### src/rtl/i2c_cmd_engine.sv
module i2c_cmd_engine #(
  parameter int DIV = 8
) (
  input  logic       clk,
  input  logic       rst_n,
  input  logic       wr_en,
  input  logic [1:0] wr_addr,
  input  logic [7:0] wr_data,
  input  logic [1:0] rd_addr,
  output logic [7:0] rd_data,
  input  logic       sda_in,
  output logic       scl_oe,
  output logic       sda_oe,
  output logic       done_irq
);
  localparam int CW = (DIV > 1) ? $clog2(DIV) : 1;
  localparam logic [5:0] BYTE_LAST = 6'd35;

  typedef enum logic [1:0] {OP_IDLE, OP_COND, OP_STOP, OP_BYTE} op_t;

  op_t         op;
  logic [5:0]  ph;
  logic [7:0]  sh;
  logic [CW-1:0] cnt;
  logic        en_q, nak_q, pad_dis, done_q, scl_rel, sda_rel;
  logic [1:0]  cmd_q;
  logic        busy, byte_act, tick, last, fin;
  logic        ctl_wr, dat_wr, st_wr, pad_wr, go_cmd, go_byte;

  assign busy     = (op != OP_IDLE);
  assign byte_act = (op == OP_BYTE);
  assign tick     = busy && (cnt == CW'(DIV - 1));
  assign ctl_wr   = wr_en && (wr_addr == 2'd0);
  assign dat_wr   = wr_en && (wr_addr == 2'd1);
  assign st_wr    = wr_en && (wr_addr == 2'd2);
  assign pad_wr   = wr_en && (wr_addr == 2'd3);
  assign go_cmd   = ctl_wr && !busy && wr_data[0] && (cmd_q == 2'd0) &&
                    (wr_data[2:1] == 2'd1 || wr_data[2:1] == 2'd2);
  assign go_byte  = dat_wr && !busy && en_q;

  always_comb begin
    case (op)
      OP_COND: last = (ph == 6'd3);
      OP_STOP: last = (ph == 6'd2);
      OP_BYTE: last = (ph == BYTE_LAST);
      default: last = 1'b0;
    endcase
  end
  assign fin = tick && last;

  always_ff @(posedge clk or negedge rst_n) begin
    if (!rst_n) cnt <= '0;
    else if (!busy || tick) cnt <= '0;
    else cnt <= cnt + 1'b1;
  end

  always_ff @(posedge clk or negedge rst_n) begin
    if (!rst_n) begin
      en_q <= 1'b0; cmd_q <= 2'd0; nak_q <= 1'b0;
      pad_dis <= 1'b1; done_q <= 1'b0;
    end else begin
      if (ctl_wr) begin
        en_q  <= wr_data[0];
        cmd_q <= wr_data[2:1];
        nak_q <= wr_data[3];
      end else if (tick && byte_act && ph[5:2] == 4'd8 && ph[1:0] == 2'd2) begin
        nak_q <= sda_in;
      end
      if (pad_wr) pad_dis <= wr_data[0];
      if (fin) done_q <= 1'b1;
      else if (st_wr && wr_data[0]) done_q <= 1'b0;
    end
  end

  always_ff @(posedge clk or negedge rst_n) begin
    if (!rst_n) begin
      op <= OP_IDLE; ph <= '0; sh <= '0;
      scl_rel <= 1'b1; sda_rel <= 1'b1;
    end else if (go_cmd) begin
      op <= (wr_data[2:1] == 2'd2) ? OP_STOP : OP_COND;
      ph <= (wr_data[2:1] == 2'd1 && !wr_data[3]) ? 6'd2 : 6'd0;
    end else if (go_byte) begin
      op <= OP_BYTE;
      ph <= '0;
      sh <= wr_data;
    end else if (tick) begin
      ph <= ph + 1'b1;
      if (last) op <= OP_IDLE;
      case (op)
        OP_COND:
          case (ph[1:0])
            2'd0: sda_rel <= 1'b1;
            2'd1: scl_rel <= 1'b1;
            2'd2: sda_rel <= 1'b0;
            default: scl_rel <= 1'b0;
          endcase
        OP_STOP:
          case (ph[1:0])
            2'd0: sda_rel <= 1'b0;
            2'd1: scl_rel <= 1'b1;
            default: sda_rel <= 1'b1;
          endcase
        OP_BYTE:
          case (ph[1:0])
            2'd0: sda_rel <= (ph[5:2] == 4'd8) ? 1'b1 : sh[7];
            2'd1: scl_rel <= 1'b1;
            2'd2: ;
            default: begin
              scl_rel <= 1'b0;
              sh <= {sh[6:0], 1'b0};
            end
          endcase
        default: ;
      endcase
    end
  end

  assign scl_oe   = !pad_dis && !scl_rel;
  assign sda_oe   = !pad_dis && !sda_rel;
  assign done_irq = done_q;

  always_comb begin
    case (rd_addr)
      2'd0:    rd_data = {4'd0, nak_q, cmd_q, en_q};
      2'd2:    rd_data = {7'd0, done_q};
      2'd3:    rd_data = {7'd0, pad_dis};
      default: rd_data = 8'd0;
    endcase
  end
endmodule


### config.mk
export PLATFORM = sky130hd
export DESIGN_NAME = i2c_cmd_engine
export DESIGN_NICKNAME = d
export VERILOG_FILES = /design/src/rtl/i2c_cmd_engine.sv
export SDC_FILE = /design/constraint.sdc
export NUM_CORES = 1
export LEC_CHECK = 0
export CAP_MARGIN = 25
export CORE_ASPECT_RATIO = 1.4
export CORE_MARGIN = 8
export CORE_UTILIZATION = 53
export DETAILED_ROUTE_END_ITERATION = 12
export PLACE_DENSITY = 0.79
export RECOVER_POWER = 100
export SETUP_SLACK_MARGIN = 0.1
export SYNTH_ARGS = -nofsm -noshare
export SYNTH_HDL_FRONTEND = slang
export SYNTH_SLANG_ARGS = --single-unit
### constraint.sdc
create_clock -name clk -period 2.6 [get_ports clk]
set_clock_uncertainty 0.2 [all_clocks]
set_input_delay 0.52 -clock clk [delete_from_list [all_inputs] [get_ports clk]]
set_output_delay 0.52 -clock clk [all_outputs]
set_load 0.01 [all_outputs]
==> flow_results.org <==
** Place
- Once detailed placement completed, the half-perimeter wirelength came to 2.71 mm.
- Prior to clock tree synthesis, the placed netlist has a worst setup slack of -0.111 ns.
- Port buffering added 22 buffers.
- In this run the cell area measured after placement is 1890 µm².
- Routability-driven placement finished with a final weighted congestion of 0.820.

** Synth
- Of the synthesized area, sequential elements account for 0.406.
- Counting distinct cell types in the post-synthesis netlist gives 46.
- The largest total area in the synthesized netlist belongs to sky130_fd_sc_hd__dfrtp_1.
- In this run the mean area of a mapped cell was 10.4 µm².
- After synthesis the cells add up to 1670 µm².
- The share of synthesized area in the top cell type comes to 0.359.
- Counting flops with a built-in enable in the synthesized netlist gives 0.
- In the synthesized netlist, the number of instances is 161.
- Synthesized flop and latch total :: 27
- Share of async-settable or async-resettable flops after synthesis :: 1.00
- Among all flip-flop cells after synthesis, the most frequent one is sky130_fd_sc_hd__dfrtp_1.
- After synthesis, the cell types taking the most area are sky130_fd_sc_hd__dfrtp_1, sky130_fd_sc_hd__ha_1, sky130_fd_sc_hd__mux2i_1.
- Yosys printed 0 warnings.

** Hold path
- For hold timing, the worst endpoint is cnt[0].
- Type of the worst min-delay path :: reg -> reg
- Number of stages on the worst hold path :: 1
- Startpoint of the most critical hold path :: cnt[0]

** Cells and area
- For this run, the post-layout net count is 211.
- Area added between synthesis and finish :: 12.8%
- Cell area after layout :: 1890 µm²
- Of the cells placed in the final design, the portion with a size suffix greater than 1 is 0.108.
- Final Core Density :: 0.616
- Diode insertion count for antenna repair :: 0

** Routing
- Dividing the detail-routed via count by the number of cells gives 5.48.
- For this block, the via count after detailed routing is 1,228.
- Number of nets with antenna violations after detailed routing :: 0
- The final layout contains routed wiring with a total length of 3.34 mm.
- Iteration-0 DRC Markers :: 34
- Before antenna repair, the detailed router went through 4 iterations.
- Remaining DRCs :: 0
- In the final routed layout, each cell accounts on average for 14.9 µm.

** Run status
- Result of the run :: finished, final reports clean

** Timing
- Hold violation total from the final report :: 0
- Measured against its own limit, the worst slew margin works out to 0.399.
- FMAX :: 445 MHz
- The final number of max-transition violations was 0.
- Of the available clock period, the critical path in the final layout requires 0.865.
- Fin worst setup slack :: 0.352 ns
- Count of final setup violators :: 0
- Setup repair after global routing missed its margin :: no
- Min Tclk post-route :: 2.25 ns
- Slew at the pin closest to its max-slew limit :: 0.902 ns
- Setup TNS :: 0 ns

** Setup path
- For the worst flop-to-flop path, the logic depth is 6.
- The setup check on the worst reg-to-reg path leaves a slack of 0.35 ns.
- Data on the critical path arrives at its endpoint at 2.21 ns.
- Critical Path End Type :: flip-flop
- By startpoint and endpoint, the worst setup path is classified as reg -> reg.
- The worst setup path is launched from a flip-flop.
- Along the worst path, the maximum fanout reaches 9.
- The worst register-to-register path ends at op[0].
- STA puts the critical path data required time at 2.56 ns.
- In this run the critical register-to-register path is launched from cnt[0].

** Clock tree
- Clock tree synthesis inserted a total of 3 buffers.
- Clock latency on the worst-skew pair, taken at its later pin, is 0.27 ns.
- CTS Sinks :: 27
- H-tree depth :: 1
- The clock passes through at most 2 buffers.
- Root Buffer Master :: sky130_fd_sc_hd__clkbuf_8
- TritonCTS built the clock tree.
- After clock tree synthesis, the clock-pin slew on the worst setup and hold paths is 0.08 ns.

** Flow run
- Across the run, the number of max-cap violations was 0.

** GRT
- The first global-routing pass estimated 5.80 mm of wire.
- The number of antenna violations at the first check in global routing came to 0.
- Pin count of the biggest net entering global routing :: 18
- Aggregate global routing overflow :: 0
- Vias in the first global route :: 1,338
- Overall fraction of global-route tracks in use :: 0.136

** Die
- The die is 82.5 µm tall.
- The initial utilization of the core area, before any placement, comes to 0.546.
- Area of the die :: 5240 µm²
- The region available for standard cell placement spans 3060 µm².
- 27 I/O pins were placed.
- The floorplan has 24 rows.
- Width of the die :: 63.5 µm

** Power
- The worst-case IR drop observed on VDD is 507 µV.
- Power density of the placed cells :: 849 nW/µm²
- Post-route total power :: 1.60 mW
- For this design the static power due to leakage is 0.875 nW.
==> synthesized netlist by cell type, drive strengths merged (2+ instances only) <==
library cell  number
dfrtp             24
nor2              19
a21oi             10
buf               10
nand2             10
ha                 9
mux2i              8
o21ai              8
inv                7
mux2               6
nor3               6
nand3              5
and2               3
dfstp              3
nand4              3
nor2b              3
nor3b              3
a22o               2
nand4b             2
xnor2              2
xor2               2
==> worst max path at each step <==
stage	slack, ns	end	start	cells past startpoint
finish	0.35	op[0]	cnt[0]	6
detailed placement	-0.11	rd_data[0]	rd_addr[0]	4
floorplan	0.64	sh[1]	cnt[0]	9
global placement	-0.1	rd_data[0]	rd_addr[0]	4
CTS	0.07	rd_data[0]	rd_addr[0]	4
global route	0.18	ph[0]	wr_data[1]	7
==> sequential cells by signal, indices dropped and copies added, names as in the netlist <==
| register | count |
|---|---|
| nak_q | 1 |
| cmd_q | 2 |
| scl_rel | 1 |
| cnt | 3 |
| ph | 6 |
| sda_rel | 1 |
| pad_dis | 1 |
| en_q | 1 |
| op | 2 |
| done_irq | 1 |
| sh | 8 |
==> metal layers <==
layer	wire length, µm	GRT usage	vias up
met5	0	0	-
met4	49	0.0604	0
met3	79	0.0216	5
met2	1950	0.278	20
met1	1260	0.131	600
li1	-	-	603
==> critical path, stage by stage (launching register included) <==
cell                       delay, ns
sky130_fd_sc_hd__dfrtp_1        0.36
sky130_fd_sc_hd__ha_1           0.15
sky130_fd_sc_hd__ha_1           0.33
sky130_fd_sc_hd__o211ai_1       0.20
sky130_fd_sc_hd__nor4_1         0.45
sky130_fd_sc_hd__nand3_1        0.15
sky130_fd_sc_hd__a211o_1        0.31
==> per-stage QoR <==
step	hold WS, ns	cells
2_1_floorplan	0.0244	164
5_1_grt	0.282	224
4_1_cts	0.253	224
3_3_place_gp	0.231	218
3_5_place_dp	0.240	218
6_report	0.248	224
==> final cells by class <==
| type | count | area [µm²] |
|---|---|---|
| multi-input cells | 120 | 837 |
| fillers | 280 | 1180 |
| flip-flops and latches | 27 | 679 |
| inverters | 7 | 26.3 |
| well taps | 39 | 48.8 |
| clock buffers | 4 | 45.0 |
| repair buffers | 27 | 250 |
==> cell usage in the layout (no fill, tap or decap), types with 6 or more instances in the layout <==
cell type,count
sky130_fd_sc_hd__dfrtp_1,24
sky130_fd_sc_hd__a21oi_1,9
sky130_fd_sc_hd__nor2_1,17
sky130_fd_sc_hd__mux2i_1,8
sky130_fd_sc_hd__nand2_1,10
sky130_fd_sc_hd__mux2_2,6
sky130_fd_sc_hd__o21ai_0,7
sky130_fd_sc_hd__clkdlybuf4s50_1,11
sky130_fd_sc_hd__ha_1,9
sky130_fd_sc_hd__inv_1,7
sky130_fd_sc_hd__nor3_1,6
==> power breakdown <==
| part | total (mW) | internal, mW | switching [mW] |
|---|---|---|---|
| clock | 0.231 | 0.110 | 0.121 |
| sequential | 0.789 | 0.594 | 0.195 |
| combinational | 0.582 | 0.292 | 0.290 |
| total | 1.60 | 0.996 | 0.607 |
==> logic make-up (layout without fill, tap and decap cells) <==
group,count (synthesis),count (layout),synth area share
buffers and inverters,17,38,0.0696
XOR/XNOR,4,4,0.0209
multiplexers,14,14,0.0883
adder cells (fa/ha/maj),9,9,0.0673
AND/OR/NAND/NOR,61,61,0.223
AO/OA/AOI/OAI,28,28,0.123
other,1,4,0.00224
flip-flops,27,27,0.406
==> what timing repair did <==
| item | in CTS | in global routing |
|---|---|---|
| hold buffers | 0 | 0 |
| endpoints found under the setup margin | 4 | 2 |
| pin swaps | 1 | 0 |
| resized for setup | 5 | 2 |
| buffers inserted | 2 | 0 |
| cloned | 0 | 0 |
| endpoints found under the hold margin | 0 | 0 |
No activity file was read; power rests on OpenSTA's default activity.
